**src/rtl/mode_seq_pkg.sv**
```systemverilog
package mode_seq_pkg;
  parameter int unsigned CTRL_W = 4;
  parameter int unsigned STAT_W = 2;
  parameter int unsigned STATE_W = 3;

  localparam int unsigned XTAL_B = 0;
  localparam int unsigned PLL_B  = 1;
  localparam int unsigned RX_B   = 2;
  localparam int unsigned TX_B   = 3;

  localparam int unsigned DONE_TX = 0;
  localparam int unsigned DONE_RX = 1;

  typedef enum logic [STATE_W-1:0] {
    MS_STANDBY = 3'd0,
    MS_READY   = 3'd1,
    MS_TUNE    = 3'd2,
    MS_TX      = 3'd3,
    MS_RX      = 3'd4
  } mode_e;

  function automatic mode_e decode_mode(input logic [CTRL_W-1:0] c);
    if (c[TX_B])        return MS_TX;
    else if (c[RX_B])   return MS_RX;
    else if (c[PLL_B])  return MS_TUNE;
    else if (c[XTAL_B]) return MS_READY;
    else                return MS_STANDBY;
  endfunction
endpackage

```
**src/rtl/mode_ctrl_reg.sv**
```systemverilog
module mode_ctrl_reg
  import mode_seq_pkg::*;
(
  input  logic              clk_i,
  input  logic              rst_ni,
  input  logic              we_i,
  input  logic [CTRL_W-1:0] wdata_i,
  input  logic [STAT_W-1:0] exit_i,
  output logic [CTRL_W-1:0] ctrl_d_o,
  output logic [CTRL_W-1:0] ctrl_q_o
);
  logic [CTRL_W-1:0] ctrl_q, ctrl_d;

  always_comb begin
    ctrl_d = ctrl_q;
    if (we_i) begin
      ctrl_d = wdata_i;
      if (wdata_i[TX_B]) ctrl_d[RX_B] = 1'b0; // transmit wins
    end else begin
      if (exit_i[DONE_TX]) ctrl_d[TX_B] = 1'b0;
      if (exit_i[DONE_RX]) ctrl_d[RX_B] = 1'b0;
    end
  end

  always_ff @(posedge clk_i or negedge rst_ni) begin
    if (!rst_ni) ctrl_q <= '0;
    else         ctrl_q <= ctrl_d;
  end

  assign ctrl_d_o = ctrl_d;
  assign ctrl_q_o = ctrl_q;
endmodule

```
**src/rtl/mode_fsm.sv**
```systemverilog
module mode_fsm
  import mode_seq_pkg::*;
(
  input  logic              clk_i,
  input  logic              rst_ni,
  input  logic              we_i,
  input  logic              fifo_mode_i,
  input  logic              sent_i,
  input  logic              valid_i,
  input  logic [CTRL_W-1:0] ctrl_d_i,
  output logic [STAT_W-1:0] exit_o,
  output mode_e             state_o
);
  mode_e state_q;
  logic  armed;

  // events count only in buffered mode and without a competing write
  assign armed            = fifo_mode_i && !we_i;
  assign exit_o[DONE_TX]  = armed && sent_i  && (state_q == MS_TX);
  assign exit_o[DONE_RX]  = armed && valid_i && (state_q == MS_RX);

  always_ff @(posedge clk_i or negedge rst_ni) begin
    if (!rst_ni) state_q <= MS_STANDBY;
    else         state_q <= decode_mode(ctrl_d_i);
  end

  assign state_o = state_q;
endmodule

```
**src/rtl/done_flags.sv**
```systemverilog
module done_flags
  import mode_seq_pkg::*;
(
  input  logic              clk_i,
  input  logic              rst_ni,
  input  logic [STAT_W-1:0] set_i,
  input  logic              rd_i,
  output logic [STAT_W-1:0] flag_o,
  output logic              irq_o
);
  logic irq_q;

  for (genvar g = 0; g < STAT_W; g++) begin : g_flag
    logic f_q;
    always_ff @(posedge clk_i or negedge rst_ni) begin
      if (!rst_ni)       f_q <= 1'b0;
      else if (set_i[g]) f_q <= 1'b1; // set beats read-clear
      else if (rd_i)     f_q <= 1'b0;
    end
    assign flag_o[g] = f_q;
  end

  always_ff @(posedge clk_i or negedge rst_ni) begin
    if (!rst_ni) irq_q <= 1'b0;
    else         irq_q <= |set_i;
  end

  assign irq_o = irq_q;
endmodule

```
**src/rtl/mode_seq.sv**
```systemverilog
module mode_seq
  import mode_seq_pkg::*;
(
  input  logic              clk_i,
  input  logic              rst_ni,
  input  logic              ctrl_we_i,
  input  logic [CTRL_W-1:0] ctrl_wdata_i,
  input  logic              fifo_mode_i,
  input  logic              pkt_sent_i,
  input  logic              pkt_valid_i,
  input  logic              stat_rd_i,
  output logic [STATE_W-1:0] state_o,
  output logic [CTRL_W-1:0] ctrl_o,
  output logic              irq_o,
  output logic [STAT_W-1:0] stat_o
);
  logic [CTRL_W-1:0] ctrl_d;
  logic [STAT_W-1:0] exit_v;
  mode_e             state;

  mode_ctrl_reg u_reg (
    .clk_i    (clk_i),
    .rst_ni   (rst_ni),
    .we_i     (ctrl_we_i),
    .wdata_i  (ctrl_wdata_i),
    .exit_i   (exit_v),
    .ctrl_d_o (ctrl_d),
    .ctrl_q_o (ctrl_o)
  );

  mode_fsm u_fsm (
    .clk_i       (clk_i),
    .rst_ni      (rst_ni),
    .we_i        (ctrl_we_i),
    .fifo_mode_i (fifo_mode_i),
    .sent_i      (pkt_sent_i),
    .valid_i     (pkt_valid_i),
    .ctrl_d_i    (ctrl_d),
    .exit_o      (exit_v),
    .state_o     (state)
  );

  done_flags u_flags (
    .clk_i  (clk_i),
    .rst_ni (rst_ni),
    .set_i  (exit_v),
    .rd_i   (stat_rd_i),
    .flag_o (stat_o),
    .irq_o  (irq_o)
  );

  assign state_o = state;
endmodule

```
**config.mk**
```make
export PLATFORM = sky130hd
export DESIGN_NAME = mode_seq
export DESIGN_NICKNAME = d
export VERILOG_FILES = /design/src/rtl/mode_seq_pkg.sv /design/src/rtl/mode_ctrl_reg.sv /design/src/rtl/mode_fsm.sv /design/src/rtl/done_flags.sv /design/src/rtl/mode_seq.sv
export SDC_FILE = /design/constraint.sdc
export NUM_CORES = 1
export LEC_CHECK = 0
export CAP_MARGIN = 10
export CORE_AREA = 5 5 42 44
export DETAILED_ROUTE_END_ITERATION = 7
export DIE_AREA = 0 0 47 49
export PLACE_DENSITY = 0.69
export SLEW_MARGIN = 20
export SYNTH_ARGS = -nofsm -noshare
export SYNTH_HDL_FRONTEND = slang
export SYNTH_SLANG_ARGS = --single-unit
```
**constraint.sdc**
```tcl
create_clock -name clk_i -period 3.3 [get_ports clk_i]
set_input_delay 0.66 -clock clk_i [delete_from_list [all_inputs] [get_ports clk_i]]
set_output_delay 0.66 -clock clk_i [all_outputs]
set_load 0.05 [all_outputs]
```
==> flow_metrics.tcl <==
set metrics [dict create \
    status "completed" \
    grt_overflow 0 \
    vias 357 \
    hpwlAfterDp_um 722 \
    post-route-min-period_ns 2.12 \
    n_antenna_cell 0 \
    cap_violations 0 \
    slew_headroom 0.667 \
    first_global_vias 353 \
    cts_tree "built" \
    grt_usage 0.0980 \
    ys_ff_latch 10 \
    syn_to_final_growth_pct 46.1 \
    use_met1 0.129 \
    slew_viol_final 0 \
    dr.pass1.iters 4 \
    routed_wl_um 906 \
    ctsRootBufferMaster "clkbuf_4" \
    worstSetupEndpointType "output port" \
    viasPerCell 4.82 \
    grt_max_degree 11 \
    path_class "reg2out" \
    grtUsageMet3 0.0627 \
    yosysWarnings 0 \
    whs_ns 0.494 \
    setup_violations 0 \
    avgSynthCellArea_um2 12.3 \
    tns_ns 0 \
    clock_skew_ns 0.00420 \
    synth_nets 49 \
    clockBufferDepth 2 \
    gp_congestion 0.730 \
    crit_buf_inv 1 \
    fin_crit_sh 0.642 \
    max-vdd-ir-drop_mv 0.242 \
    design_area_um2 686 \
    cts_resized 0 \
    final_layout_size_suffix_gt1_frac 0.172 \
    slowest_delay_ns 0.82 \
    rsz0062_at_grt "no" \
    row_count 14 \
    io_pins 21 \
    drc_errors 0 \
    hp-class "reg2reg" \
    place_area_um2 663 \
    ys_seq_area_frac 0.533 \
    setup_ws_ns 1.18 \
    port_buffers 20 \
    initial_core_util 0.335 \
    pre_cts_slack_ns 1.28 \
    cts_made_buffers 3 \
    synth.distinct_cells 20 \
    clk_latency_ns 0.26 \
    busiest_layer "met1" \
    worstSetupStartpointType "flop" \
    route.detailed.wl_per_inst_um 12.2 \
    dieArea_um2 2300 \
    path_cells "clkdlybuf4s50_1" \
    p_total_w 0.000309 \
    critPathTopFamily "buffers and inverters" \
    grt_pass1_wl_mm 1.54 \
    nNetsFinal 71 \
    use_met2 0.118 \
    crit_path_top_delay_cell "clkdlybuf4s50_1" \
    arrival_ns 1.46 \
    coreArea_um2 1400 \
    post_cts_buffers 0 \
    cts.sinks 10 \
    antenna_left 0 \
    htreeDepth 1 \
    postCtsHoldBufs 0 \
    p_per_area_nw_per_um2 451 \
    grt_antenna_before_repair 0 \
    required_ns 2.64 \
    fmax_mhz 472 \
    hold_viol_final 0 \
    crit_fanout 2 \
    syn-cell-area_um2 469 \
    die_h_um 49 \
    syn_inst 38 \
    path_clk_slew_ns 0.06 \
    worst_pin_slew_ns 0.498 \
    p_leak_nw 0.312 \
    drtIter0Drc 2 \
    die_w_um 47 \
]
synth_stat cells:
| cell type | instances | share of area |
|---|---|---|
| nand3b_1 | 1 | 0.016 |
| buf_4 | 2 | 0.032 |
| nand2b_2 | 2 | 0.037 |
| nand2_1 | 3 | 0.024 |
| and4bb_4 | 1 | 0.035 |
| buf_6 | 1 | 0.024 |
| and4bb_1 | 1 | 0.027 |
| a21o_2 | 1 | 0.019 |
| nand2b_1 | 1 | 0.013 |
| o221ai_1 | 2 | 0.037 |
| o211a_1 | 1 | 0.021 |
| mux2i_1 | 1 | 0.021 |
| inv_1 | 4 | 0.032 |
| a32oi_1 | 1 | 0.019 |
| mux2_2 | 1 | 0.024 |
| dfrtp_1 | 10 | 0.53 |
| nor2_1 | 1 | 0.0080 |
| o21ai_0 | 2 | 0.021 |
| a22oi_2 | 1 | 0.027 |
| nor2b_4 | 1 | 0.029 |
final timing paths:
kind                                        from                    end  slack (ns)  cells past startpoint
setup / recovery               u_reg.ctrl_q_o[3]              ctrl_o[3]        1.18                      1
max in group asynchronous                 rst_ni      u_reg.ctrl_q_o[1]        2.29                      1
hold reg to reg            u_flags.g_flag[0].f_q  u_flags.g_flag[0].f_q        0.49                      1
setup reg to reg                u_fsm.state_o[0]       u_fsm.state_o[0]        2.17                      3
hold / removal             u_flags.g_flag[0].f_q  u_flags.g_flag[0].f_q        0.49                      1
min in group asynchronous                 rst_ni      u_reg.ctrl_q_o[3]        0.71                      1
report_power, final:
part           switching, W  internal (W)  total [W]
clock network     0.0000370     0.0000419  0.0000788
logic             0.0000532     0.0000379  0.0000911
registers        0.00000653      0.000133   0.000139
total             0.0000967      0.000212   0.000309
state kept, by name (all words and copies together), names as in the netlist:
signal              count
u_flags.g_flag.f_q      2
u_flags.irq_o           1
u_fsm.state_o           3
u_reg.ctrl_q_o          4
worst register-to-register path: stages (launching register included):
cell and delay, ns:
dfrtp_1 0.36, and4bb_1 0.25, a22oi_2 0.24, o221ai_1 0.15
final cells by class:
cell class / count / area [µm²]
Fill cell: 140 / 716
Timing Repair Buffer: 20 / 200
Clock buffer: 3 / 22.5
Sequential cell: 10 / 250
Multi-Input combinational cell: 21 / 178
Tap cell: 16 / 20.0
Inverter: 4 / 15.0
per-layer routing:
| layer | vias to the layer above | wire length (µm) |
|---|---|---|
| li1 | 175 | - |
| met5 | - | 0 |
| met2 | 16 | 397 |
| met3 | 2 | 99 |
| met1 | 164 | 397 |
| met4 | 0 | 11 |
cell families (layout without fill, tap and decap cells):
family / after synthesis / count (layout) / synth area share
flops: 10 / 10 / 0.533
mux: 2 / 2 / 0.0453
simple gates: 11 / 11 / 0.189
buf+inv: 7 / 27 / 0.0880
compound gates: 8 / 8 / 0.144
cell usage in the layout, fill, tap and decap left out:
cell type and instances:
dfrtp_1 10, o211a_1 1, nand2_1 3, nand3b_1 1, mux2i_1 1, inv_1 4
mux2_2 1, clkdlybuf4s50_1 20, a32oi_1 1, clkbuf_4 3, nand2b_2 2, a21o_2 1
o221ai_1 2, and4bb_4 1, a22oi_2 1, nand2b_1 1, o21ai_0 2, and4bb_1 1
nor2_1 1, nor2b_4 1
per-stage QoR:
stage / utilization / cells
2_1_floorplan: - / 38
3_3_place_gp: 0.473 / 71
3_5_place_dp: 0.473 / 71
4_1_cts: 0.489 / 74
5_1_grt: 0.489 / 74
6_report: 0.489 / 74
Note: power is estimated with default switching activity, not from simulation.
